$ cat config.mk
export PLATFORM = sky130hd
export DESIGN_NAME = ddr_sample_deframer
export DESIGN_NICKNAME = d
export VERILOG_FILES = /design/src/rtl/dfr_pkg.sv /design/src/rtl/dfr_align.sv /design/src/rtl/dfr_assemble.sv /design/src/rtl/dfr_route.sv /design/src/rtl/ddr_sample_deframer.sv
export SDC_FILE = /design/constraint.sdc
export NUM_CORES = 1
export LEC_CHECK = 0
export BUFFER_PORTS_ARGS = -buffer_cell sky130_fd_sc_hd__buf_2
export CELL_PAD_IN_SITES_DETAIL_PLACEMENT = 1
export CELL_PAD_IN_SITES_GLOBAL_PLACEMENT = 2
export CORE_MARGIN = 3
export CORE_UTILIZATION = 31
export CTS_CLUSTER_SIZE = 40
export DETAILED_ROUTE_END_ITERATION = 12
export GPL_TIMING_DRIVEN = 0
export PLACE_DENSITY_LB_ADDON = 0.12
export SYNTH_ARGS = -nofsm -noshare
export SYNTH_HDL_FRONTEND = slang
export SYNTH_SLANG_ARGS = --single-unit
$ cat constraint.sdc
create_clock -name clk -period 1.5 [get_ports clk]
set_clock_uncertainty 0.05 [all_clocks]
set_input_delay 0.225 -clock clk [delete_from_list [all_inputs] [get_ports clk]]
set_output_delay 0.225 -clock clk [all_outputs]
set_load 0.02 [all_outputs]
$ cat src/rtl/dfr_pkg.sv
package dfr_pkg;

    localparam int LANES  = 6;
    localparam int SAMP_W = 2 * LANES;
    localparam int PERIOD = 8;
    localparam int PH_W   = $clog2(PERIOD);

    typedef struct packed {
        logic [SAMP_W-1:0] i;
        logic [SAMP_W-1:0] q;
    } samp_t;

    typedef enum logic {
        SEEK  = 1'b0,
        TRACK = 1'b1
    } trk_e;

    // Expected frame level at a word position for the chosen framing.
    function automatic logic frame_expect(input logic mimo, input logic [PH_W-1:0] ph);
        return mimo ? ~ph[2] : ~ph[1];
    endfunction

endpackage

$ cat src/rtl/dfr_align.sv
module dfr_align
    import dfr_pkg::*;
#(
    parameter int LOCK_PERIODS = 2
) (
    input  logic            clk,
    input  logic            rst,
    input  logic            mimo,
    input  logic            frame_i,
    output logic [PH_W-1:0] cur_ph,
    output logic            slot_ok,
    output logic            aligned
);

    localparam int CW = $clog2(LOCK_PERIODS + 1);

    trk_e            state;
    logic [PH_W-1:0] ph;
    logic [CW-1:0]   cnt;
    logic            prev_f;
    logic            hit;
    logic            match;
    logic            last_word;

    assign hit       = (state == SEEK) && frame_i && !prev_f;
    assign match     = (state == TRACK) && (frame_i == frame_expect(mimo, ph));
    assign last_word = (ph == PH_W'(PERIOD - 1));
    assign cur_ph    = (state == TRACK) ? ph : '0;
    assign slot_ok   = match;

    always_ff @(posedge clk) begin
        if (rst) begin
            state   <= SEEK;
            ph      <= '0;
            cnt     <= '0;
            prev_f  <= 1'b0;
            aligned <= 1'b0;
        end else begin
            prev_f <= frame_i;
            if (state == SEEK) begin
                if (hit) begin
                    state <= TRACK;
                    ph    <= PH_W'(1);
                    cnt   <= '0;
                end
            end else if (!match) begin
                state   <= SEEK;
                ph      <= '0;
                cnt     <= '0;
                aligned <= 1'b0;
            end else begin
                ph <= ph + PH_W'(1);
                if (last_word) begin
                    if (cnt != CW'(LOCK_PERIODS)) cnt <= cnt + CW'(1);
                    if (cnt + CW'(1) >= CW'(LOCK_PERIODS)) aligned <= 1'b1;
                end
            end
        end
    end

    // lock is only declared on the last word of a matching period.
    assert_lock_at_period_end_R2: assert property (@(posedge clk) disable iff (rst)
        $rose(aligned) |-> $past(state == TRACK && ph == PH_W'(PERIOD - 1)));

    // a departure from the pattern drops lock and returns to search.
    assert_mismatch_drops_lock_R6: assert property (@(posedge clk) disable iff (rst)
        (state == TRACK && !match) |=> (!aligned && state == SEEK));

    // word position advances by one on each matching word.
    assert_phase_step_R3: assert property (@(posedge clk) disable iff (rst)
        (state == TRACK && match && ph != PH_W'(PERIOD - 1)) |=> (ph == PH_W'($past(ph) + PH_W'(1))));

    // search starts only from a rising frame edge.
    assert_track_needs_edge_R8: assert property (@(posedge clk) disable iff (rst)
        (state == SEEK && !hit) |=> (state == SEEK));

endmodule

$ cat src/rtl/dfr_assemble.sv
module dfr_assemble
    import dfr_pkg::*;
(
    input  logic             clk,
    input  logic             rst,
    input  logic [PH_W-1:0]  cur_ph,
    input  logic [LANES-1:0] word,
    output samp_t            samp,
    output logic             done
);

    logic [LANES-1:0] i_hi;
    logic [LANES-1:0] q_hi;
    logic [LANES-1:0] i_lo;

    always_ff @(posedge clk) begin
        if (rst) begin
            i_hi <= '0;
            q_hi <= '0;
            i_lo <= '0;
        end else begin
            case (cur_ph[1:0])
                2'd0:    i_hi <= word;
                2'd1:    q_hi <= word;
                2'd2:    i_lo <= word;
                default: ;
            endcase
        end
    end

    assign done   = (cur_ph[1:0] == 2'd3);
    assign samp.i = {i_hi, i_lo};
    assign samp.q = {q_hi, word};

endmodule

$ cat src/rtl/dfr_route.sv
module dfr_route
    import dfr_pkg::*;
(
    input  logic              clk,
    input  logic              rst,
    input  logic              mimo,
    input  logic              slot_emit,
    input  logic              done,
    input  logic              second_half,
    input  samp_t             samp,
    output samp_t             ch0,
    output samp_t             ch1,
    output logic              strobe
);

    samp_t pend;
    logic  emit;

    assign emit = slot_emit && (!mimo || second_half);

    always_ff @(posedge clk) begin
        if (rst) begin
            pend   <= '0;
            ch0    <= '0;
            ch1    <= '0;
            strobe <= 1'b0;
        end else begin
            strobe <= emit;
            if (done && !second_half) pend <= samp;
            if (emit) begin
                ch0 <= mimo ? pend : samp;
                ch1 <= samp;
            end
        end
    end

    // single-channel strobes carry identical pairs.
    assert_siso_duplicate_R5: assert property (@(posedge clk) disable iff (rst)
        (strobe && !$past(mimo)) |-> (ch0 == ch1));

    // outputs hold between strobes.
    assert_hold_between_strobes_R7: assert property (@(posedge clk) disable iff (rst)
        !strobe |-> ($stable(ch0) && $stable(ch1)));

endmodule

$ cat src/rtl/ddr_sample_deframer.sv
module ddr_sample_deframer
    import dfr_pkg::*;
#(
    parameter logic [LANES-1:0] INV_DATA     = '0,
    parameter logic             INV_FRAME    = 1'b0,
    parameter int               LOCK_PERIODS = 2
) (
    input  logic              clk,
    input  logic              rst,
    input  logic              mimo_mode,
    input  logic [LANES-1:0]  lane_in,
    input  logic              frame_in,
    output logic              aligned_o,
    output logic              strobe_o,
    output logic [SAMP_W-1:0] ch0_i_o,
    output logic [SAMP_W-1:0] ch0_q_o,
    output logic [SAMP_W-1:0] ch1_i_o,
    output logic [SAMP_W-1:0] ch1_q_o
);

    logic [LANES-1:0] word;
    logic             frame;
    logic [PH_W-1:0]  cur_ph;
    logic             slot_ok;
    logic             aligned;
    samp_t            samp;
    logic             done;
    samp_t            ch0;
    samp_t            ch1;

    // Per-lane polarity correction.
    for (genvar k = 0; k < LANES; k++) begin : g_lane_pol
        assign word[k] = lane_in[k] ^ INV_DATA[k];
    end
    assign frame = frame_in ^ INV_FRAME;

    dfr_align #(.LOCK_PERIODS(LOCK_PERIODS)) u_align (
        .clk     (clk),
        .rst     (rst),
        .mimo    (mimo_mode),
        .frame_i (frame),
        .cur_ph  (cur_ph),
        .slot_ok (slot_ok),
        .aligned (aligned)
    );

    dfr_assemble u_asm (
        .clk    (clk),
        .rst    (rst),
        .cur_ph (cur_ph),
        .word   (word),
        .samp   (samp),
        .done   (done)
    );

    dfr_route u_route (
        .clk         (clk),
        .rst         (rst),
        .mimo        (mimo_mode),
        .slot_emit   (aligned && slot_ok && done),
        .done        (done),
        .second_half (cur_ph[2]),
        .samp        (samp),
        .ch0         (ch0),
        .ch1         (ch1),
        .strobe      (strobe_o)
    );

    assign aligned_o = aligned;
    assign ch0_i_o   = ch0.i;
    assign ch0_q_o   = ch0.q;
    assign ch1_i_o   = ch1.i;
    assign ch1_q_o   = ch1.q;

    // no strobe without lock in the cycle before.
    assert_strobe_needs_lock_R7: assert property (@(posedge clk) disable iff (rst)
        strobe_o |-> $past(aligned));

    // two-channel strobes only follow the second half of a period.
    assert_mimo_strobe_slot_R4: assert property (@(posedge clk) disable iff (rst)
        (strobe_o && $past(mimo_mode)) |-> ($past(cur_ph) == PH_W'(PERIOD - 1)));

endmodule

======== Word-level counts from Yosys, hierarchy flattened ========
Cells that the tools add are included.
cells by class
  magnitude comparators ................... 1
  div/mod/pow operators ................... 0
  shifts and indexed selects .............. 0
  reduce and logical (&&, ||, !) cells .... 15
  multipliers ............................. 0
  bitwise operators ....................... 3
  eq/ne operators ......................... 10
  add/sub/neg operators ................... 2
  mux-type cells .......................... 17
operators by type and width
  cell                   number
  $mux W24               1
  $mux W3                4
  $mux W2                5
  $logic_and A1 B1 Y1    7
  $mux W1                7
  $ne A3 B3 Y1 const B   2
  $reduce_and A3 Y1      2
  $eq A2 B2 Y1 const B   2
  $ne A2 B1 Y1 const B   2
  $add A3 B1 Y3 const B  1
  $eq A3 B3 Y1 const B   1
  $logic_not A1 Y1       3
  $not A1 Y1             3
  $add A2 B1 Y2 const B  1
  $eq A2 B1 Y1 const B   1
  $ge A2 B2 Y1 const B   1
  $logic_not A2 Y1       1
  $ne A2 B2 Y1 const B   1
  $reduce_bool A2 Y1     1
  $eq A1 B1 Y1           1
  $logic_or A1 B1 Y1     1
storage, ports and cells
  RAM bits ................................ 0
  logic and storage cells ................. 63
  memories kept ........................... 0
  register bits ........................... 99
  input bits .............................. 10
  bits in latches ......................... 0
  ROM bits ................................ 0

======== Longest topological paths before layout ========
Gate-level depths: netlist of run 1.
  depth in word-level cells ............... 7
  gate-level depth with buffers ........... 7

======== Cells and area by module ========
Synthesis of run 1 repeated with hierarchy kept, for this count alone.
second synthesis, totals
  cell total of the unflattened synthesis .. 434
  area total of the unflattened synthesis .. 4219.0 um^2
by module, submodules not included
  module               sequential area each (um^2)  times used  cells each  area an instance (um^2)
  dfr_route            1461.4                       1           302         2904.0
  dfr_assemble         360.3                        1           77          807.0
  dfr_align            160.2                        1           54          501.7
  ddr_sample_deframer  0.0                          1           1           6.3

======== Least setup slack after synthesis of run 1 ========
Ideal clock, no wire load.
  path kind ............................... register -> register
  start point ............................. register u_align.aligned
  end point ............................... register u_route.ch0[0] (netlist name)
  library setup time ...................... 0.146 ns
  stages on the path, launching flop included .. 6
  clock period less this slack ............ 1.503 ns
  arrival ................................. 1.307 ns
  slack ................................... -0.003 ns
  cell sequence ........................... dfxtp_1 > inv_1 > nor4b_2 > buf_4 > buf_2 > a211oi_2
on the way
  longest elaborated chain between the ends .. 3
ends and longest elaborated chain
  item                              RTL line                   text
  start, declared                   dfr_align.sv:12            output logic aligned
  start signal, assigned            dfr_align.sv:37            aligned <= 1'b0;
  start signal, assigned            dfr_align.sv:50            aligned <= 1'b0;
  start signal, assigned            dfr_align.sv:55            if (cnt + CW'(1) >= CW'(LOCK_PERIODS)) aligned <= 1'b1;
  $logic_and A1 B1 Y1 (2 in a row)  ddr_sample_deframer.sv:60  .slot_emit (aligned && slot_ok && done),
  $logic_and A1 B1 Y1               dfr_route.sv:19            assign emit = slot_emit && (!mimo || second_half);
Every way passes these cells.
A chain may end at the register's enable or synchronous reset.

======== Worst setup path in the final report of run 1 ========
  start point ............................. register u_align.ph[0]
  end point ............................... register u_route.ch1[11] (netlist name)
on the way
  longest elaborated chain between the ends .. 4
ends and longest elaborated chain
  item                    RTL line                   text
  start, declared         dfr_align.sv:18            logic [PH_W-1:0] ph;
  start signal, assigned  dfr_align.sv:52            ph <= ph + PH_W'(1);
  $mux W3                 dfr_align.sv:28            assign cur_ph = (state == TRACK) ? ph : '0;
  $eq A2 B2 Y1            dfr_assemble.sv:31         assign done = (cur_ph[1:0] == 2'd3);
  $logic_and A1 B1 Y1     ddr_sample_deframer.sv:60
  $logic_and A1 B1 Y1     dfr_route.sv:19
Every way passes these cells.

==> results of run 1 <==
[final cells by class]
class	instances	area, µm²
Clock buffer	13	270
Buffer	32	303
Timing Repair Buffer	83	611
Tap cell	168	210
Fill cell	1416	6650
Clock inverter	3	21.3
Multi-Input combinational cell	299	2190
Inverter	3	11.3
Sequential cell	99	1990
[path summary, 6_finish.rpt]
path / startpoint / endpoint / cells past startpoint
setup reg to reg: u_align.ph[0] / u_route.ch1[11] / 8
hold reg to reg: u_route.ch1[18] / u_route.ch1[18] / 2
setup / recovery: u_align.ph[0] / u_route.ch1[11] / 8
hold / removal: lane_in[2] / u_route.ch1[2] / 3
[worst reg2reg max path: cells and delay by family (launching register included)]
kind                   cells  cell delay, ns
AO/OA/AOI/OAI              1            0.11
AND/OR/NAND/NOR            3            0.38
flip-flops                 1            0.34
buffers and inverters      4            0.62
[cell families (layout without fill, tap and decap cells)]
logic type / after synthesis / in the layout / share of synthesized area, %
compound gates: 85 / 85 / 15.5
simple gates: 164 / 164 / 17.0
buf+inv: 36 / 134 / 4.51
flops: 99 / 99 / 49.9
fa+ha+maj: 3 / 3 / 0.946
mux: 46 / 46 / 11.9
xor+xnor: 1 / 1 / 0.221
[layout by cell type, fill, tap and decap left out, types with 6 or more instances in the layout]
cell type	n
nor2_4	9
nor2_2	10
clkbuf_1	11
buf_12	6
nand2_4	11
buf_6	8
dfxtp_1	94
buf_2	62
mux2i_1	42
a21oi_2	23
clkbuf_16	15
nor2_1	27
a211oi_2	22
buf_4	18
nand2_1	77
a21oi_1	31
nand2_2	11
[Yosys cell counts, drive strengths merged, types with 3 or more instances]
cell type and n:
clkbuf 13, nand2b 4, mux2i 44, ha 3, nand3b 4, a211oi 24, nand2 99, dfxtp 99
nor2 46, buf 20, a21oi 54, nor3 3, inv 3
[sequential cells by signal (all words and copies together), names as in the netlist]
name             flops
u_route.ch0         24
u_route.ch1         24
u_route.pend        24
u_asm.i_hi           6
u_asm.i_lo           6
u_asm.q_hi           6
u_align.ph           3
u_align.cnt          2
u_align.aligned      1
u_align.prev_f       1
u_align.state        1
u_route.strobe       1
[per-layer routing]
metal	vias to the layer above	part of all wire, %	track usage, %
li1	1660	-	-
met1	1688	47	22.6
met2	49	48	26.8
met3	11	3.2	4.84
met4	0	1.2	4.56
met5	-	0	0
[power groups by stage]
| stage | Combinational [mW] | Sequential (mW) | Clock [mW] |
|---|---|---|---|
| after floorplan | 0.147 | 2.72 | 0 |
| after global placement | 0.229 | 2.73 | 0 |
| after detailed placement | 0.232 | 2.73 | 0 |
| after CTS | 0.244 | 2.67 | 2.37 |
| after global routing | 0.289 | 2.68 | 2.48 |
| final | 0.267 | 2.67 | 2.29 |
[timing repair]
item,in CTS,in global routing
cloned,2,7
gates resized for setup,49,110
setup buffers,5,13
pin swaps,9,34
setup endpoints to repair,82,90
[per-stage QoR]
step | TNS (ns) | hold WS [ns]
finish | -1.32 | 0.152
global route | -5.00 | 0.143
CTS | -2.21 | 0.150
detailed placement | -17.50 | 0.398
global placement | -15.56 | 0.391
floorplan | -0.0492 | 0.311
==> summary.md, run 1 <==
| Metric | Value |
|---|---|
| Core Area | 12300 µm² |
| RSZ-0062 raised after global routing | true |
| Unique masters post-synth | 30 |
| Shortest period the worst path allows | 1.57 ns |
| Cell Pwr Density | 932 nW/µm² |
| Critical path endpoint category | flip-flop |
| GRT overflow | 0 |
| Post-DP HPWL | 8.13 mm |
| Netlist Area Pre-Place | 3970 µm² |
| Register bit total from synthesis | 99 |
| Root Driver | clkbuf_16 |
| Comb power frac | 5.1% |
| Total wire length | 12.6 mm |
| Slew Limit Headroom | 47.7% |
| Number of global-route vias before repair | 3436 |
| Hold Crit Class | primary input to flip-flop |
| N_diodes | 0 |
| Slew Limit Fails | 0 |
| Final Setup Violations | 46 |
| Reg power frac | 51.1% |
| Post-synth EDFFs | 0 |
| Delay-heaviest family, CP | buffers and inverters |
| Dpl ws | -0.391 ns |
| Sequential fraction of the synthesis area | 49.9% |
| F_max | 638 MHz |
| Failing checks | setup timing |
| Die W | 119 µm |
| Status | finished, violations left |
| Nets | 540 |
| Share of layout cells above drive strength 1 | 42.5% |
| Worst Setup Start Kind | flip-flop |
| Crit-path max FO | 5 |
| CP Cell Sequence | buf_6, nand3_4, nor4b_4, buf_6, clkbuf_16, clkbuf_16, nand2_2, a21oi_2 |
| Initial antenna violation count | 0 |
| Power, Total | 5.23 mW |
| Non-Filler Instances | 700 |
| Clock Tree Buf Depth | 2 |
| Area grow syn2layout | 41.3% |
| # clock sinks | 99 |
| Yosys warnings | 0 |
| Avg Inst Size Synth | 9.14 µm² |
| Critical Path RT | 1.73 ns |
| Die height | 119 µm |
| Top cell type's share of synthesized area | 49.9% |
| Post-synth ARST share | 0% |
| # rows | 40 |
| Buffers and inverters on the worst path | 4 |
| Io pins | 60 |
| Syn_nets | 447 |
| TritonCTS Buffers | 9 |
| Routability cong. | 0.766 |
| Slew @ Worst Pin | 0.785 ns |
| Area post-placement | 4460 µm² |
| WL/cell | 17.9 µm |
| Total GRT Usage | 17.0% |
| Inst Count DP | 659 |
| Clock transition at path regs | 0.07 ns |
| Routed Antenna Nets | 0 |
| Pre-Repair DR Iteration Count | 4 |
| Vias | 3408 |
| Predominant post-synthesis flop cell | dfxtp_1 |
| Final Util | 45.7% |
| DR vias/cell | 4.87 |
| PortBufs | 57 |
| Leading post-synthesis cells by cell area | dfxtp_1 50%, mux2i_1 11%, nand2_1 9.4% |
| Max Cap Viol | 0 |
| Min setup slack post-route | -0.0669 ns |
| Largest net degree at the start of global routing | 16 |
| Net Sw Frac | 23.5% |
| Final hold viol count | 0 |
| Clock Power Share | 43.8% |
| Slowest stage delay, CP | 0.34 ns |
| Max VDD drop | 0.546 mV |
| Worst skew pair latency | 0.35 ns |
| NetSw | 1.23 mW |
| Crit path DAT | 1.79 ns |
| Tcrit/Tclk final | 104% |
| Max H-tree Level | 3 |
| Critical path class | flip-flop to flip-flop |
| Yosys top cell by area | dfxtp_1 |
| CTS tree | yes |
| R2R Setup Slk | -0.07 ns |
| Die area | 14200 µm² |
| LEAKAGE | 2.38 nW |
| Drt drc | 0 |
| CP max-delay cell | dfxtp_2 |
| Gate Count Post-Synth | 434 |
| Pint | 4.00 mW |
| CTS Hold Bufs | 0 |
| Final Cell Area | 5610 µm² |
| First-pass GRT wire length | 18.8 mm |
| Initial Utilization | 32.4% |
| Starting DRT DRC Count | 167 |
No activity file was read; power rests on OpenSTA's default activity.
==> inputs of run 2 (changes only) <==
- SKIP_CTS_REPAIR_TIMING: default -> 1
==> summary.md, run 2 (synthesized netlist as in run 1, its figures left out) <==
| Metric | Value |
|---|---|
| Crit-path max FO | 8 (+3) |
| R2R Setup Slk | -0.12 ns (-0.06 ns) |
| Drt drc | 0 (unchanged) |
| CP Launch Point | u_align.ph[1] |
| CP Capture Point | u_align.ph[0] |
| Critical path class | flip-flop to flip-flop |
| Worst Setup Start Kind | flip-flop |
| Tcrit/Tclk final | 108% (+3.8 points) |
| # rows | 40 (unchanged) |
| Inst Count DP | 659 (unchanged) |
| Register area | 1990 µm² (-0.19%) |
| PortBufs | 57 (unchanged) |
| Share of layout cells above drive strength 1 | 43.9% (+1.4 points) |
| R2R Path Start | u_align.ph[1] |
| Worst skew pair latency | 0.35 ns (about the same) |
| Hold slack | 0.156 ns (+0.00461 ns) |
| Final hold viol count | 0 (unchanged) |
| Largest regs | u_route.ch0 (24), u_route.ch1 (24), u_route.pend (24) |
| Routed Antenna Nets | 0 (unchanged) |
| Commonest non-fill, non-tap cell in the layout | dfxtp_1 |
| GRT overflow | 0 (unchanged) |
| Root Driver | clkbuf_16 |
| Pre-Repair DR Iteration Count | 4 (unchanged) |
| DR vias/cell | 4.83 (-0.70%) |
| Clock Tree Buf Depth | 2 (unchanged) |
| Max H-tree Level | 3 (unchanged) |
| Initial antenna violation count | 0 (unchanged) |
| Clock transition at path regs | 0.07 ns (about the same) |
| Post-DP HPWL | 8.13 mm (unchanged) |
| Core Area | 12300 µm² (unchanged) |
| CTS tree | yes |
| Area grow syn2layout | 42.4% |
| Critical Path RT | 1.74 ns (about the same) |
| Die height | 119 µm (unchanged) |
| Shortest period the worst path allows | 1.62 ns (+0.0565 ns) |
| Starting DRT DRC Count | 157 (-6.0%) |
| Non-Filler Instances | 701 (+0.14%) |
| Die area | 14200 µm² (unchanged) |
| LEAKAGE | 2.45 nW (+2.9%) |
| Vias | 3389 (-0.56%) |
| Commonest cells after routing, fill and taps aside | 95 x dfxtp_1, 77 x nand2_1, 62 x buf_2 |
| Min setup slack post-route | -0.123 ns (-0.0565 ns) |
| Slew @ Worst Pin | 0.775 ns (-0.00993 ns) |
| Final Setup Violations | 59 (+28%) |
| Failing checks | setup timing |
| Cell Pwr Density | 928 nW/µm² (-0.49%) |
| Max VDD drop | 0.568 mV (+4.0%) |
| Number of global-route vias before repair | 3379 (-1.7%) |
| Total wire length | 12.7 mm (+0.80%) |
| N_diodes | 0 (unchanged) |
| Total GRT Usage | 16.4% (-0.54 points) |
| RSZ-0062 raised after global routing | true |
| Status | finished, violations left |
| Hold Crit Class | primary input to flip-flop |
| Area post-placement | 4460 µm² (unchanged) |
| Final Cell Area | 5650 µm² (+0.76%) |
| TritonCTS Buffers | 9 (unchanged) |
| # clock sinks | 99 (unchanged) |
| Routability cong. | 0.766 (unchanged) |
| Io pins | 60 (unchanged) |
| Slew Limit Headroom | 48.3% (+0.66 points) |
| WL/cell | 18.0 µm (+0.65%) |
| # fillers | 1401 (-1.1%) |
| First-pass GRT wire length | 18.3 mm (-2.8%) |
| Initial Utilization | 32.4% (unchanged) |
| Worst r2r dst | u_align.ph[0] |
| Largest net degree at the start of global routing | 16 (unchanged) |
| Max Cap Viol | 0 (unchanged) |
| Crit path DAT | 1.86 ns (+0.07 ns) |
| Multi-input gate area | 2250 µm² (+2.6%) |
| Dpl ws | -0.391 ns (unchanged) |
| FF-to-FF path depth | 6 (-2) |
| F_max | 616 MHz (-3.5%) |
| Slew Limit Fails | 0 (unchanged) |
| Die W | 119 µm (unchanged) |
| Critical path endpoint category | flip-flop |
| Nets | 541 (+0.19%) |
| Setup TNS | -4.99 ns (-3.68 ns) |
run 2: cell types whose count changed in the layout (fill, tap and decap cells not counted), moves of 3 or more:
cell,change
nor2_4,+3
nand2_2,-5
buf_8,+4
buf_6,+4
nor2_1,-5
nand2_4,+5
buf_4,-3
run 2: how the worst min path moves through the flow:
stage,start,endpoint,depth (start not counted)
finish,lane_in[2],u_route.ch1[2],3
global route,lane_in[2],u_route.ch1[2],3
CTS,lane_in[3],u_route.pend[3],3
detailed placement,u_route.ch1[20],u_route.ch1[20],2
global placement,u_route.pend[22],u_route.pend[22],2
floorplan,lane_in[0],u_route.pend[0],2
run 2: worst max-delay path, cell delays in order (launching register included):
cell	delay, ns
dfxtp_2	0.33
buf_6	0.13
buf_6	0.11
mux2_4	0.32
mux2_4	0.32
o22a_1	0.22
nor2_1	0.08
run 2: through the flow:
step           total power, mW  utilization [%]
2_1_floorplan             2.87                -
3_3_place_gp              2.96             36.4
3_5_place_dp              2.96             36.4
4_1_cts                   5.27             38.8
5_1_grt                   5.46             46.1
6_report                  5.24             46.1
run 2: area by class of cell:
| class | count | area share (%) |
|---|---|---|
| multi-input combinational | 299 | 39.8 |
| sequential | 99 | 35.2 |
| timing repair buffer | 84 | 10.9 |
| buffer | 32 | 5.07 |
| clock buffer | 13 | 4.78 |
| tap | 168 | 3.72 |
| clock inverter | 3 | 0.376 |
| inverter | 3 | 0.199 |
run 2: power by group:
| group | leakage, nW | internal [mW] | switching, mW |
|---|---|---|---|
| Sequential | 0.801 | 2.65 | 0.0289 |
| Combinational | 1.51 | 0.0924 | 0.177 |
| Clock | 0.142 | 1.26 | 1.03 |
run 2: routing by layer:
| metal | track usage [%] | vias up | routed length, µm |
|---|---|---|---|
| li1 | - | 1656 | - |
| met1 | 22.0 | 1671 | 6040 |
| met2 | 25.8 | 53 | 6050 |
| met3 | 4.99 | 9 | 424 |
| met4 | 4.13 | 0 | 134 |
| met5 | 0 | - | 0 |
==> inputs of run 3 (changes only) <==
- ABC_AREA: default -> 1
- CORE_UTILIZATION: 31 -> 34
- clock period: 1.5 -> 2.1 ns (I/O delays scaled with it)
==> summary.md, run 3 <==
| Metric | Value |
|---|---|
| Netlist Area Pre-Place | 3970 µm² (unchanged) |
| Top cell type's share of synthesized area | 49.9% (unchanged) |
| Final Cell Area | 4760 µm² (-16%) |
| Avg Inst Size Synth | 7.22 µm² (-21%) |
| Die height | 114 µm (-4.3%) |
| RSZ-0062 raised after global routing | false |
| Max Cap Viol | 0 (unchanged) |
| Largest regs | u_route.ch0 (24), u_route.ch1 (24), u_route.pend (24) |
| Starting DRT DRC Count | 183 (+17%) |
| Nets | 633 (+17%) |
| DR vias/cell | 4.88 (+0.88%) |
| Min setup slack post-route | 0.195 ns (+0.318 ns) |
| # rows | 38 (-5.0%) |
| N_diodes | 0 (unchanged) |
| Die W | 114 µm (-4.3%) |
| Tcrit/Tclk final | 90.7% (-18 points) |
| Gate Count Post-Synth | 550 (+27%) |
| Root Driver | clkbuf_16 |
| Worst Setup Start Kind | flip-flop |
| Max H-tree Level | 3 (unchanged) |
| Status | completed |
| Top post-synthesis cells by count | 130 x nor2_1, 99 x dfxtp_1, 70 x a21oi_1 |
| Core Area | 11100 µm² (-9.3%) |
| # clock sinks | 99 (unchanged) |
| Multi-input gate area | 1660 µm² (-26%) |
| Cell Pwr Density | 818 nW/µm² (-12%) |
| Final Setup Violations | 0 (-100%) |
| Slew Limit Headroom | 52.2% (+3.9 points) |
| Slew @ Worst Pin | 0.710 ns (-0.0653 ns) |
| Largest net degree at the start of global routing | 16 (unchanged) |
| Routability cong. | 0.808 (+5.5%) |
| Critical path endpoint category | flip-flop |
| TritonCTS Buffers | 9 (unchanged) |
| Die area | 13000 µm² (-8.4%) |
| Share of layout cells above drive strength 1 | 15.4% (-29 points) |
| # fillers | 1453 (+3.7%) |
| F_max | 525 MHz (-15%) |
| Yosys warnings | 0 (unchanged) |
| Grt met2 use | 29.9% (+4.0 points) |
| Clock transition at path regs | 0.07 ns (about the same) |
| Crit path DAT | 2.10 ns (+0.24 ns) |
| Shortest period the worst path allows | 1.90 ns (+0.282 ns) |
| Max VDD drop | 0.588 mV (+3.5%) |
| GRT overflow | 0 (unchanged) |
| PortBufs | 59 (+3.5%) |
| Leading post-synthesis cells by cell area | dfxtp_1 50%, nor2_1 12%, a21oi_1 8.8% |
| Hold Crit Class | primary input to flip-flop |
| Final hold viol count | 0 (unchanged) |
| Pre-Repair DR Iteration Count | 4 (unchanged) |
| CTS tree | yes |
| Total wire length | 11.9 mm (-5.6%) |
| Hold slack | 0.170 ns (+0.0132 ns) |
| Commonest non-fill, non-tap cell in the layout | nor2_1 |
| Final Util | 42.8% (-3.3 points) |
| Unique masters post-synth | 17 (-43%) |
| Initial antenna violation count | 0 (unchanged) |
| Number of global-route vias before repair | 3644 (+7.8%) |
| Met1 Use GR | 27.3% (+5.3 points) |
| Register area | 1980 µm² (-0.25%) |
| Met3 usage | 4.83% (-0.16 points) |
| Vias | 3731 (+10%) |
| Register bit total from synthesis | 99 (unchanged) |
| Crit-path max FO | 10 (+2) |
| Post-synth EDFFs | 0 (unchanged) |
| Dpl ws | 0.108 ns (+0.499 ns) |
| Drt drc | 0 (unchanged) |
| Yosys top cell by area | dfxtp_1 |
| Worst skew pair latency | 0.35 ns (about the same) |
| Critical path class | flip-flop to flip-flop |
| Clock Tree Buf Depth | 2 (unchanged) |
| Slew Limit Fails | 0 (unchanged) |
| Sequential fraction of the synthesis area | 49.9% (unchanged) |
| LEAKAGE | 2.17 nW (-11%) |
| Total GRT Usage | 19.3% (+2.9 points) |
| Setup TNS | 0 ns (+4.99 ns) |
| Predominant post-synthesis flop cell | dfxtp_1 |
| Routed Antenna Nets | 0 (unchanged) |
| Area post-placement | 4440 µm² (-0.56%) |
| Post-synth ARST share | 0% (unchanged) |
| Most common cell in the netlist | nor2_1 |
| Critical Path RT | 2.29 ns (+0.55 ns) |
| WL/cell | 15.6 µm (-13%) |
| First-pass GRT wire length | 19.4 mm (+6.4%) |
| Initial Utilization | 35.7% (+3.3 points) |
| Io pins | 60 (unchanged) |
| Area grow syn2layout | 20.0% |
| Post-DP HPWL | 8.76 mm (+7.8%) |
| Commonest cells after routing, fill and taps aside | 130 x nor2_1, 99 x dfxtp_1, 70 x a21oi_1 |
| Busiest grt layer | met2 |
| Syn_nets | 563 (+26%) |
==> run 3: through the flow <==
stage | instances | power, mW
after global placement | 749 | 2.19
final | 765 | 3.90
after detailed placement | 749 | 2.20
after CTS | 765 | 3.95
after global routing | 765 | 4.06
after floorplan | 550 | 2.11
==> run 3: cell type report <==
cell class                      instances  share of cell area (%)
Sequential cell                        99                    41.6
Clock inverter                          4                   0.998
Timing Repair Buffer                   59                    6.20
Clock buffer                           12                    5.59
Tap cell                              140                    3.68
Buffer                                 39                    4.07
Multi-Input combinational cell        373                    34.8
Inverter                               39                    3.07
==> run 3: power by group <==
part / switching (mW) / total (mW) / internal (mW) / leakage, nW
sequential: 0.0146 / 1.92 / 1.90 / 0.800
combinational: 0.179 / 0.243 / 0.0641 / 1.22
clock: 0.720 / 1.74 / 1.02 / 0.155
==> run 3: logic make-up after synthesis <==
logic type / Yosys count / share of synthesized area, %
buffers and inverters: 78 / 8.48
flip-flops: 99 / 49.9
AND/OR/NAND/NOR: 253 / 25.9
adder cells (fa/ha/maj): 3 / 0.946
AO/OA/AOI/OAI: 117 / 14.8
==> run 3: worst max-delay path: stages (launching register included) <==
cell,delay [ns]
dfxtp_1,0.45
nand2_1,0.11
nand3_1,0.15
nand3_1,0.14
inv_2,0.17
clkbuf_1,0.39
nand3_1,0.17
nand2_1,0.12
nor2_1,0.05
==> run 3: worst paths after layout <==
path	slack (ns)	endpoint	cells past startpoint	startpoint
worst max-delay path	0.20	u_route.ch0[15]	8	u_align.ph[1]
worst min-delay path	0.17	u_align.prev_f	3	frame_in
worst max register to register	0.20	u_route.ch0[15]	8	u_align.ph[1]
worst min register to register	0.41	u_route.ch0[12]	2	u_route.ch0[12]
==> run 3: layer usage <==
metal / wire length, µm / share of wire (%)
met1: 5940 / 50
met5: 0 / 0
met4: 113 / 0.95
met3: 572 / 4.8
met2: 5320 / 45
